**src/rtl/alignPkg.sv**
```systemverilog
package alignPkg;

  typedef struct packed {
    logic accStart;
    logic stepReq;
    logic stepDir;
  } ctlStrobes_t;

  typedef enum logic [2:0] {
    S_IDLE,
    S_REF,
    S_STEP,
    S_MEAS,
    S_SEEK,
    S_DONE,
    S_ERR
  } seqState_t;

  typedef enum logic [1:0] {
    P_IDLE,
    P_WAIT,
    P_SETTLE
  } stepPhase_t;

endpackage

```
**src/rtl/fillAccum.sv**
```systemverilog
module fillAccum #(
  parameter int WIN         = 64,
  parameter int SYNC_STAGES = 2
) (
  input  logic clk,
  input  logic rstN,
  input  logic accStart,
  input  logic fillHalf,
  output logic accValid,
  output logic accLate
);
  localparam int CNT_W = $clog2(WIN + 1);
  localparam int HALF  = WIN / 2;

  logic [SYNC_STAGES-1:0] syncChain;
  logic                   sampleBit;
  logic                   busy;
  logic [CNT_W-1:0]       sampCnt;
  logic [CNT_W-1:0]       oneCnt;
  logic [CNT_W-1:0]       oneNext;

  generate
    if (SYNC_STAGES == 1) begin : gSync1
      always_ff @(posedge clk) begin
        if (!rstN) syncChain <= '0;
        else       syncChain <= fillHalf;
      end
    end else begin : gSyncN
      always_ff @(posedge clk) begin
        if (!rstN) syncChain <= '0;
        else       syncChain <= {syncChain[SYNC_STAGES-2:0], fillHalf};
      end
    end
  endgenerate

  assign sampleBit = syncChain[SYNC_STAGES-1];
  assign oneNext   = oneCnt + CNT_W'(sampleBit);

  always_ff @(posedge clk) begin
    if (!rstN) begin
      busy     <= 1'b0;
      sampCnt  <= '0;
      oneCnt   <= '0;
      accValid <= 1'b0;
      accLate  <= 1'b0;
    end else begin
      accValid <= 1'b0;
      if (accStart) begin
        busy    <= 1'b1;
        sampCnt <= '0;
        oneCnt  <= '0;
      end else if (busy) begin
        oneCnt  <= oneNext;
        sampCnt <= sampCnt + 1'b1;
        if (sampCnt == CNT_W'(WIN - 1)) begin
          busy     <= 1'b0;
          accValid <= 1'b1;
          accLate  <= (oneNext > CNT_W'(HALF));
        end
      end
    end
  end

  assert_ones_bounded_R2: assert property (@(posedge clk) disable iff (!rstN)
    busy |-> (oneCnt <= sampCnt));

  assert_valid_ends_window_R2: assert property (@(posedge clk) disable iff (!rstN)
    accValid |-> !busy);

endmodule

```
**src/rtl/piStepper.sv**
```systemverilog
module piStepper
  import alignPkg::*;
#(
  parameter int PI_STEPS = 64,
  parameter int SETTLE   = 4,
  localparam int POS_W   = $clog2(PI_STEPS)
) (
  input  logic             clk,
  input  logic             rstN,
  input  logic             stepReq,
  input  logic             stepDir,
  input  logic             piAck,
  output logic             piStep,
  output logic             piDir,
  output logic             stepDone,
  output logic [POS_W-1:0] piPos
);
  localparam int SET_W = $clog2(SETTLE + 1);

  stepPhase_t       phase;
  logic [SET_W-1:0] settleCnt;

  always_ff @(posedge clk) begin
    if (!rstN) begin
      phase     <= P_IDLE;
      settleCnt <= '0;
      piStep    <= 1'b0;
      piDir     <= 1'b1;
      stepDone  <= 1'b0;
      piPos     <= '0;
    end else begin
      piStep   <= 1'b0;
      stepDone <= 1'b0;
      unique case (phase)
        P_IDLE: begin
          if (stepReq) begin
            piStep <= 1'b1;
            piDir  <= stepDir;
            phase  <= P_WAIT;
          end
        end
        P_WAIT: begin
          if (piAck) begin
            if (piDir) piPos <= (piPos == POS_W'(PI_STEPS - 1)) ? '0 : piPos + 1'b1;
            else       piPos <= (piPos == '0) ? POS_W'(PI_STEPS - 1) : piPos - 1'b1;
            settleCnt <= '0;
            phase     <= P_SETTLE;
          end
        end
        P_SETTLE: begin
          settleCnt <= settleCnt + 1'b1;
          if (settleCnt == SET_W'(SETTLE - 1)) begin
            stepDone <= 1'b1;
            phase    <= P_IDLE;
          end
        end
        default: phase <= P_IDLE;
      endcase
    end
  end

  assert_step_pulse_R3: assert property (@(posedge clk) disable iff (!rstN)
    piStep |=> !piStep);

  assert_step_awaits_ack_R3: assert property (@(posedge clk) disable iff (!rstN)
    piStep |-> (phase == P_WAIT));

  assert_pos_range_R4: assert property (@(posedge clk) disable iff (!rstN)
    piPos <= POS_W'(PI_STEPS - 1));

  assert_pos_moves_on_ack_R4: assert property (@(posedge clk) disable iff (!rstN)
    (phase == P_WAIT && piAck) |=> (piPos != $past(piPos)));

endmodule

```
**src/rtl/alignSeq.sv**
```systemverilog
module alignSeq
  import alignPkg::*;
#(
  parameter int PI_STEPS = 64,
  localparam int POS_W   = $clog2(PI_STEPS)
) (
  input  logic             clk,
  input  logic             rstN,
  input  logic             start,
  input  logic             staticMode,
  input  logic [POS_W-1:0] storedPos,
  input  logic             accValid,
  input  logic             accLate,
  input  logic             stepDone,
  input  logic [POS_W-1:0] piPos,
  output ctlStrobes_t      ctl,
  output logic             done,
  output logic             err
);
  localparam int SCNT_W = $clog2(PI_STEPS + 1);

  seqState_t         state;
  logic [SCNT_W-1:0] stepCnt;
  logic              refLate;
  logic              dirUp;
  logic              staticRun;
  logic [POS_W:0]    delta;
  logic              wantUp;

  always_comb begin
    if (storedPos >= piPos) delta = {1'b0, storedPos} - {1'b0, piPos};
    else                    delta = {1'b0, storedPos} + (POS_W+1)'(PI_STEPS) - {1'b0, piPos};
    wantUp = (delta <= (POS_W+1)'(PI_STEPS / 2));
  end

  assign done = (state == S_DONE);
  assign err  = (state == S_ERR);

  always_ff @(posedge clk) begin
    if (!rstN) begin
      state     <= S_IDLE;
      ctl       <= '0;
      stepCnt   <= '0;
      refLate   <= 1'b0;
      dirUp     <= 1'b1;
      staticRun <= 1'b0;
    end else begin
      ctl <= '0;
      unique case (state)
        S_IDLE, S_DONE, S_ERR: begin
          if (start) begin
            staticRun <= staticMode;
            stepCnt   <= '0;
            if (staticMode) begin
              if (piPos == storedPos) begin
                state <= S_DONE;
              end else begin
                dirUp       <= wantUp;
                ctl.stepReq <= 1'b1;
                ctl.stepDir <= wantUp;
                state       <= S_SEEK;
              end
            end else begin
              ctl.accStart <= 1'b1;
              state        <= S_REF;
            end
          end
        end
        S_REF: begin
          if (accValid) begin
            refLate     <= accLate;
            ctl.stepReq <= 1'b1;
            ctl.stepDir <= 1'b1;
            stepCnt     <= SCNT_W'(1);
            state       <= S_STEP;
          end
        end
        S_STEP: begin
          if (stepDone) begin
            ctl.accStart <= 1'b1;
            state        <= S_MEAS;
          end
        end
        S_MEAS: begin
          if (accValid) begin
            if (accLate != refLate) begin
              state <= S_DONE;
            end else if (stepCnt == SCNT_W'(PI_STEPS)) begin
              state <= S_ERR;
            end else begin
              ctl.stepReq <= 1'b1;
              ctl.stepDir <= 1'b1;
              stepCnt     <= stepCnt + 1'b1;
              state       <= S_STEP;
            end
          end
        end
        S_SEEK: begin
          if (stepDone) begin
            if (piPos == storedPos) begin
              state <= S_DONE;
            end else begin
              ctl.stepReq <= 1'b1;
              ctl.stepDir <= dirUp;
            end
          end
        end
        default: state <= S_IDLE;
      endcase
    end
  end

  assert_flags_exclusive_R10: assert property (@(posedge clk) disable iff (!rstN)
    !(done && err));

  assert_err_full_lap_R6: assert property (@(posedge clk) disable iff (!rstN)
    $rose(err) |-> (stepCnt == SCNT_W'(PI_STEPS)));

  assert_static_landing_R7: assert property (@(posedge clk) disable iff (!rstN)
    ($rose(done) && staticRun) |-> (piPos == storedPos));

  assert_busy_ignores_start_R9: assert property (@(posedge clk) disable iff (!rstN)
    (state == S_MEAS && start && !accValid) |=> (state == S_MEAS));

  assert_search_steps_up_R5: assert property (@(posedge clk) disable iff (!rstN)
    (ctl.stepReq && !staticRun) |-> ctl.stepDir);

endmodule

```
**src/rtl/txPhaseAligner.sv**
```systemverilog
module txPhaseAligner
  import alignPkg::*;
#(
  parameter int PI_STEPS    = 64,
  parameter int WIN         = 64,
  parameter int SETTLE      = 4,
  parameter int SYNC_STAGES = 2,
  localparam int POS_W      = $clog2(PI_STEPS)
) (
  input  logic             clk,
  input  logic             rstN,
  input  logic             start,
  input  logic             staticMode,
  input  logic [POS_W-1:0] storedPos,
  input  logic             fillHalf,
  input  logic             piAck,
  output logic             piStep,
  output logic             piDir,
  output logic [POS_W-1:0] piPos,
  output logic             done,
  output logic             err
);
  ctlStrobes_t ctl;
  logic        accValid;
  logic        accLate;
  logic        stepDone;

  fillAccum #(.WIN(WIN), .SYNC_STAGES(SYNC_STAGES)) uAccum (
    .clk(clk), .rstN(rstN), .accStart(ctl.accStart), .fillHalf(fillHalf),
    .accValid(accValid), .accLate(accLate)
  );

  piStepper #(.PI_STEPS(PI_STEPS), .SETTLE(SETTLE)) uStepper (
    .clk(clk), .rstN(rstN), .stepReq(ctl.stepReq), .stepDir(ctl.stepDir),
    .piAck(piAck), .piStep(piStep), .piDir(piDir), .stepDone(stepDone),
    .piPos(piPos)
  );

  alignSeq #(.PI_STEPS(PI_STEPS)) uSeq (
    .clk(clk), .rstN(rstN), .start(start), .staticMode(staticMode),
    .storedPos(storedPos), .accValid(accValid), .accLate(accLate),
    .stepDone(stepDone), .piPos(piPos), .ctl(ctl), .done(done), .err(err)
  );

endmodule

```
**config.mk**
```make
export PLATFORM = sky130hd
export DESIGN_NAME = txPhaseAligner
export DESIGN_NICKNAME = d
export VERILOG_FILES = /design/src/rtl/alignPkg.sv /design/src/rtl/fillAccum.sv /design/src/rtl/piStepper.sv /design/src/rtl/alignSeq.sv /design/src/rtl/txPhaseAligner.sv
export SDC_FILE = /design/constraint.sdc
export NUM_CORES = 1
export LEC_CHECK = 0
export ABC_AREA = 1
export BUFFER_PORTS_ARGS = -buffer_cell sky130_fd_sc_hd__buf_2
export CAP_MARGIN = 0
export CORE_MARGIN = 2
export CORE_UTILIZATION = 53
export CTS_BUF_LIST = sky130_fd_sc_hd__clkbuf_4 sky130_fd_sc_hd__clkbuf_8 sky130_fd_sc_hd__clkbuf_16
export CTS_CLUSTER_DIAMETER = 50
export DETAILED_ROUTE_END_ITERATION = 10
export PLACE_DENSITY = 0.75
export SETUP_SLACK_MARGIN = 0.05
export SKIP_CTS_REPAIR_TIMING = 1
export SYNTH_ARGS = -nofsm -noshare
export SYNTH_HDL_FRONTEND = slang
export SYNTH_SLANG_ARGS = --single-unit
```
**constraint.sdc**
```tcl
create_clock -name clk -period 2.08 [get_ports clk]
set_clock_uncertainty 0.2 [all_clocks]
set_input_delay 0.416 -clock clk [delete_from_list [all_inputs] [get_ports clk]]
set_output_delay 0.416 -clock clk [all_outputs]
set_load 0.005 [all_outputs]
```
==> results.toml <==
[timing]
whs_ns = 0.0895
finalMaxSlewViolations = 0
max_freq_ghz = 0.521
slew_headroom_pct = 67.6
setup_viol = 0
rsz0062_at_grt = "false"
hold_viol_final = 0
period_share_pct = 92.3
fin_setup_tns_ns = 0
tightest_slew_ns = 0.484
period_minus_slack_ns = 1.92

[logic_synthesis]
syn_area_um2 = 2860
ys_seq_area_share_pct = 33.6
yosys.area.top_type_share_pct = 33.6
yosysTopAreaCell = "dfxtp_1"
synth_area_leaders = "dfxtp_1, nand2_1, inv_1"
yosysWarningCount = 0
synth.distinct_cells = 33
ys_seq_elements = 48
syn_avg_cell_area_um2 = 6.67
synth_fp_nets = 458
synthCells = 429

[detailed_routing]
first_iter_violations = 120
wl_met1_um = 3010
vias_per_cell = 5.02
drc = 0
wirelength_um = 6170
dr_wl_met2_um = 2910
wl_per_cell_um = 11.5
vias = 2704
routed.top_layer = "met4"
wl_met3_um = 197
dr.pass1.iters = 4
ant_nets = 0

[clock_network]
clock_sinks = 48
clock_path_buffers = 2
cts_tree = "built"
clockRootBuffer = "clkbuf_8"
clk_pin_slew_ns = 0.09
cts_made_buffers = 5
h-tree-depth = 2
worstSkewPairLatency_ns = 0.30

[critical_path]
cp_cell_sequence = "ha_4 > fa_2 > nand3_1 > nor2_1 > nand2_1 > nor2_1 > nand2_1 > nand2_1 > nand3_2 > a21oi_2"
path_class = "flip-flop to flip-flop"
cp-end-kind = "flip-flop"
cp.arrival_ns = 1.96
cp_slowest_stage_delay_ns = 0.52
crit_required_ns = 2.12
crit_path_max_fanout = 2
cp-start-kind = "flip-flop"
crit_slowest_cell = "fa_2"
cpMostUsedCell = "nand2_1"

[global_routing]
antenna_found_initial = 0
grt.overflow.total = 0
grt_pass1_vias = 2514
grt_max_degree = 16
grt_pass1_wl_um = 10700
track_usage_pct = 21.3

[layout]
diodes = 0
most-common-layout-cells = "nand2_1, inv_1, nor2_1"
syn_to_final_growth_pct = 17.2
utilization_pct = 64.8
final_cells = 539
drive_gt1_share_pct = 16.8
final_common_cell = "nand2_1"
nets = 497

[run]
drv_cap = 0

[min_path]
worstHoldPathType = "primary input to flip-flop"

[power_and_ir_drop]
pwr_density_cell_nw_per_um2 = 763
leakage_nw = 1.51
ir_drop_mv = 0.604

[die]
die_h_um = 77.5
die_w_um = 77.5
core_area_um2 = 5170
num_rows = 26
fp.dieArea_um2 = 6000
io_pins = 22
initial_core_util_pct = 55.3

[status]
status = "complete, no violations"

[placed_design]
dp_hpwl_um = 4560
dp.cells = 530
portBuffers = 21
gp_congestion = 0.864
[layout make-up]
class | count | area, µm²
Fill cell | 469 | 1820
Clock inverter | 2 | 15.0
Multi-Input combinational cell | 312 | 1740
Sequential cell | 48 | 963
Clock buffer | 6 | 82.6
Tap cell | 70 | 87.6
Inverter | 63 | 236
Timing Repair Buffer | 38 | 233
[stage by stage]
step	power [mW]	setup slack (ns)	cell area (µm²)
floorplan	1.72	0.0873	2860
global placement	1.91	-0.0280	3150
detailed placement	1.92	-0.0767	3150
CTS	2.52	0.102	3250
global route	2.73	0.0487	3350
finish	2.56	0.161	3350
[layer usage]
| layer | GRT usage (%) | vias to the layer above |
|---|---|---|
| met5 | 0 | - |
| met4 | 5.89 | 0 |
| met3 | 3.95 | 6 |
| met2 | 37.0 | 37 |
| met1 | 27.1 | 1211 |
| li1 | - | 1450 |
[kinds of logic after synthesis]
| group | share of synthesized area [%] |
|---|---|
| AOI/OAI and AO/OA | 13.4 |
| xor gates and xnor gates | 4.59 |
| adders and majority gates | 7.70 |
| buffers and inverters | 9.09 |
| DFF | 33.6 |
| and+or+nand+nor | 31.6 |
[power breakdown]
part	total [mW]	switching, mW	leakage (nW)	internal, mW
clock	0.599	0.329	0.0434	0.270
sequential	1.07	0.0782	0.390	0.995
combinational	0.885	0.566	1.08	0.319
total	2.56	0.974	1.51	1.58
[registers in the layout (all words and copies together) (netlist names), 2 cells and up]
register and cells:
uSeq.stepCnt 7, uAccum.syncChain 2, uStepper.phase 2, uStepper.settleCnt 3, uAccum.sampCnt 7, uStepper.piPos 6, uAccum.oneCnt 7, uSeq.ctl 3
uSeq.state 3
[synthesized netlist by cell type]
cell	instances
ha_1	16
nand4_1	6
fa_1	1
inv_2	3
nor2_4	1
nand3_2	2
a21oi_1	35
dfxtp_1	48
or2_2	2
a21boi_0	1
o21bai_1	1
a31oi_1	2
o21ai_0	27
a21oi_2	1
nand3_1	29
nor3_1	10
clkbuf_1	5
nor3b_1	2
xor2_1	12
nand2_2	2
nor2_2	2
o31ai_1	1
buf_2	1
a22oi_1	1
nand2_4	1
nor2_1	54
nand3b_1	2
or2_1	1
o22ai_2	1
o21ai_1	2
xnor2_1	3
nand2_1	94
inv_1	60
[worst max-delay path, delay by kind of cell, from the launching register on]
kind,cells,cell delay [ns]
AOI/OAI and AO/OA,1,0.13
adders and majority gates,2,0.68
DFF,1,0.35
and+or+nand+nor,7,0.51
[worst paths after layout]
kind	start	endpoint	slack, ns	cells after the start
worst max-delay path	uStepper.piPos[0]	uSeq.ctl[0]	0.16	10
worst min-delay path	fillHalf	uAccum.syncChain[0]	0.09	3
worst min register to register	uAccum.syncChain[0]	uAccum.syncChain[1]	0.22	2
worst max register to register	uStepper.piPos[0]	uSeq.ctl[0]	0.16	10
(Power assumes the default switching activity.)
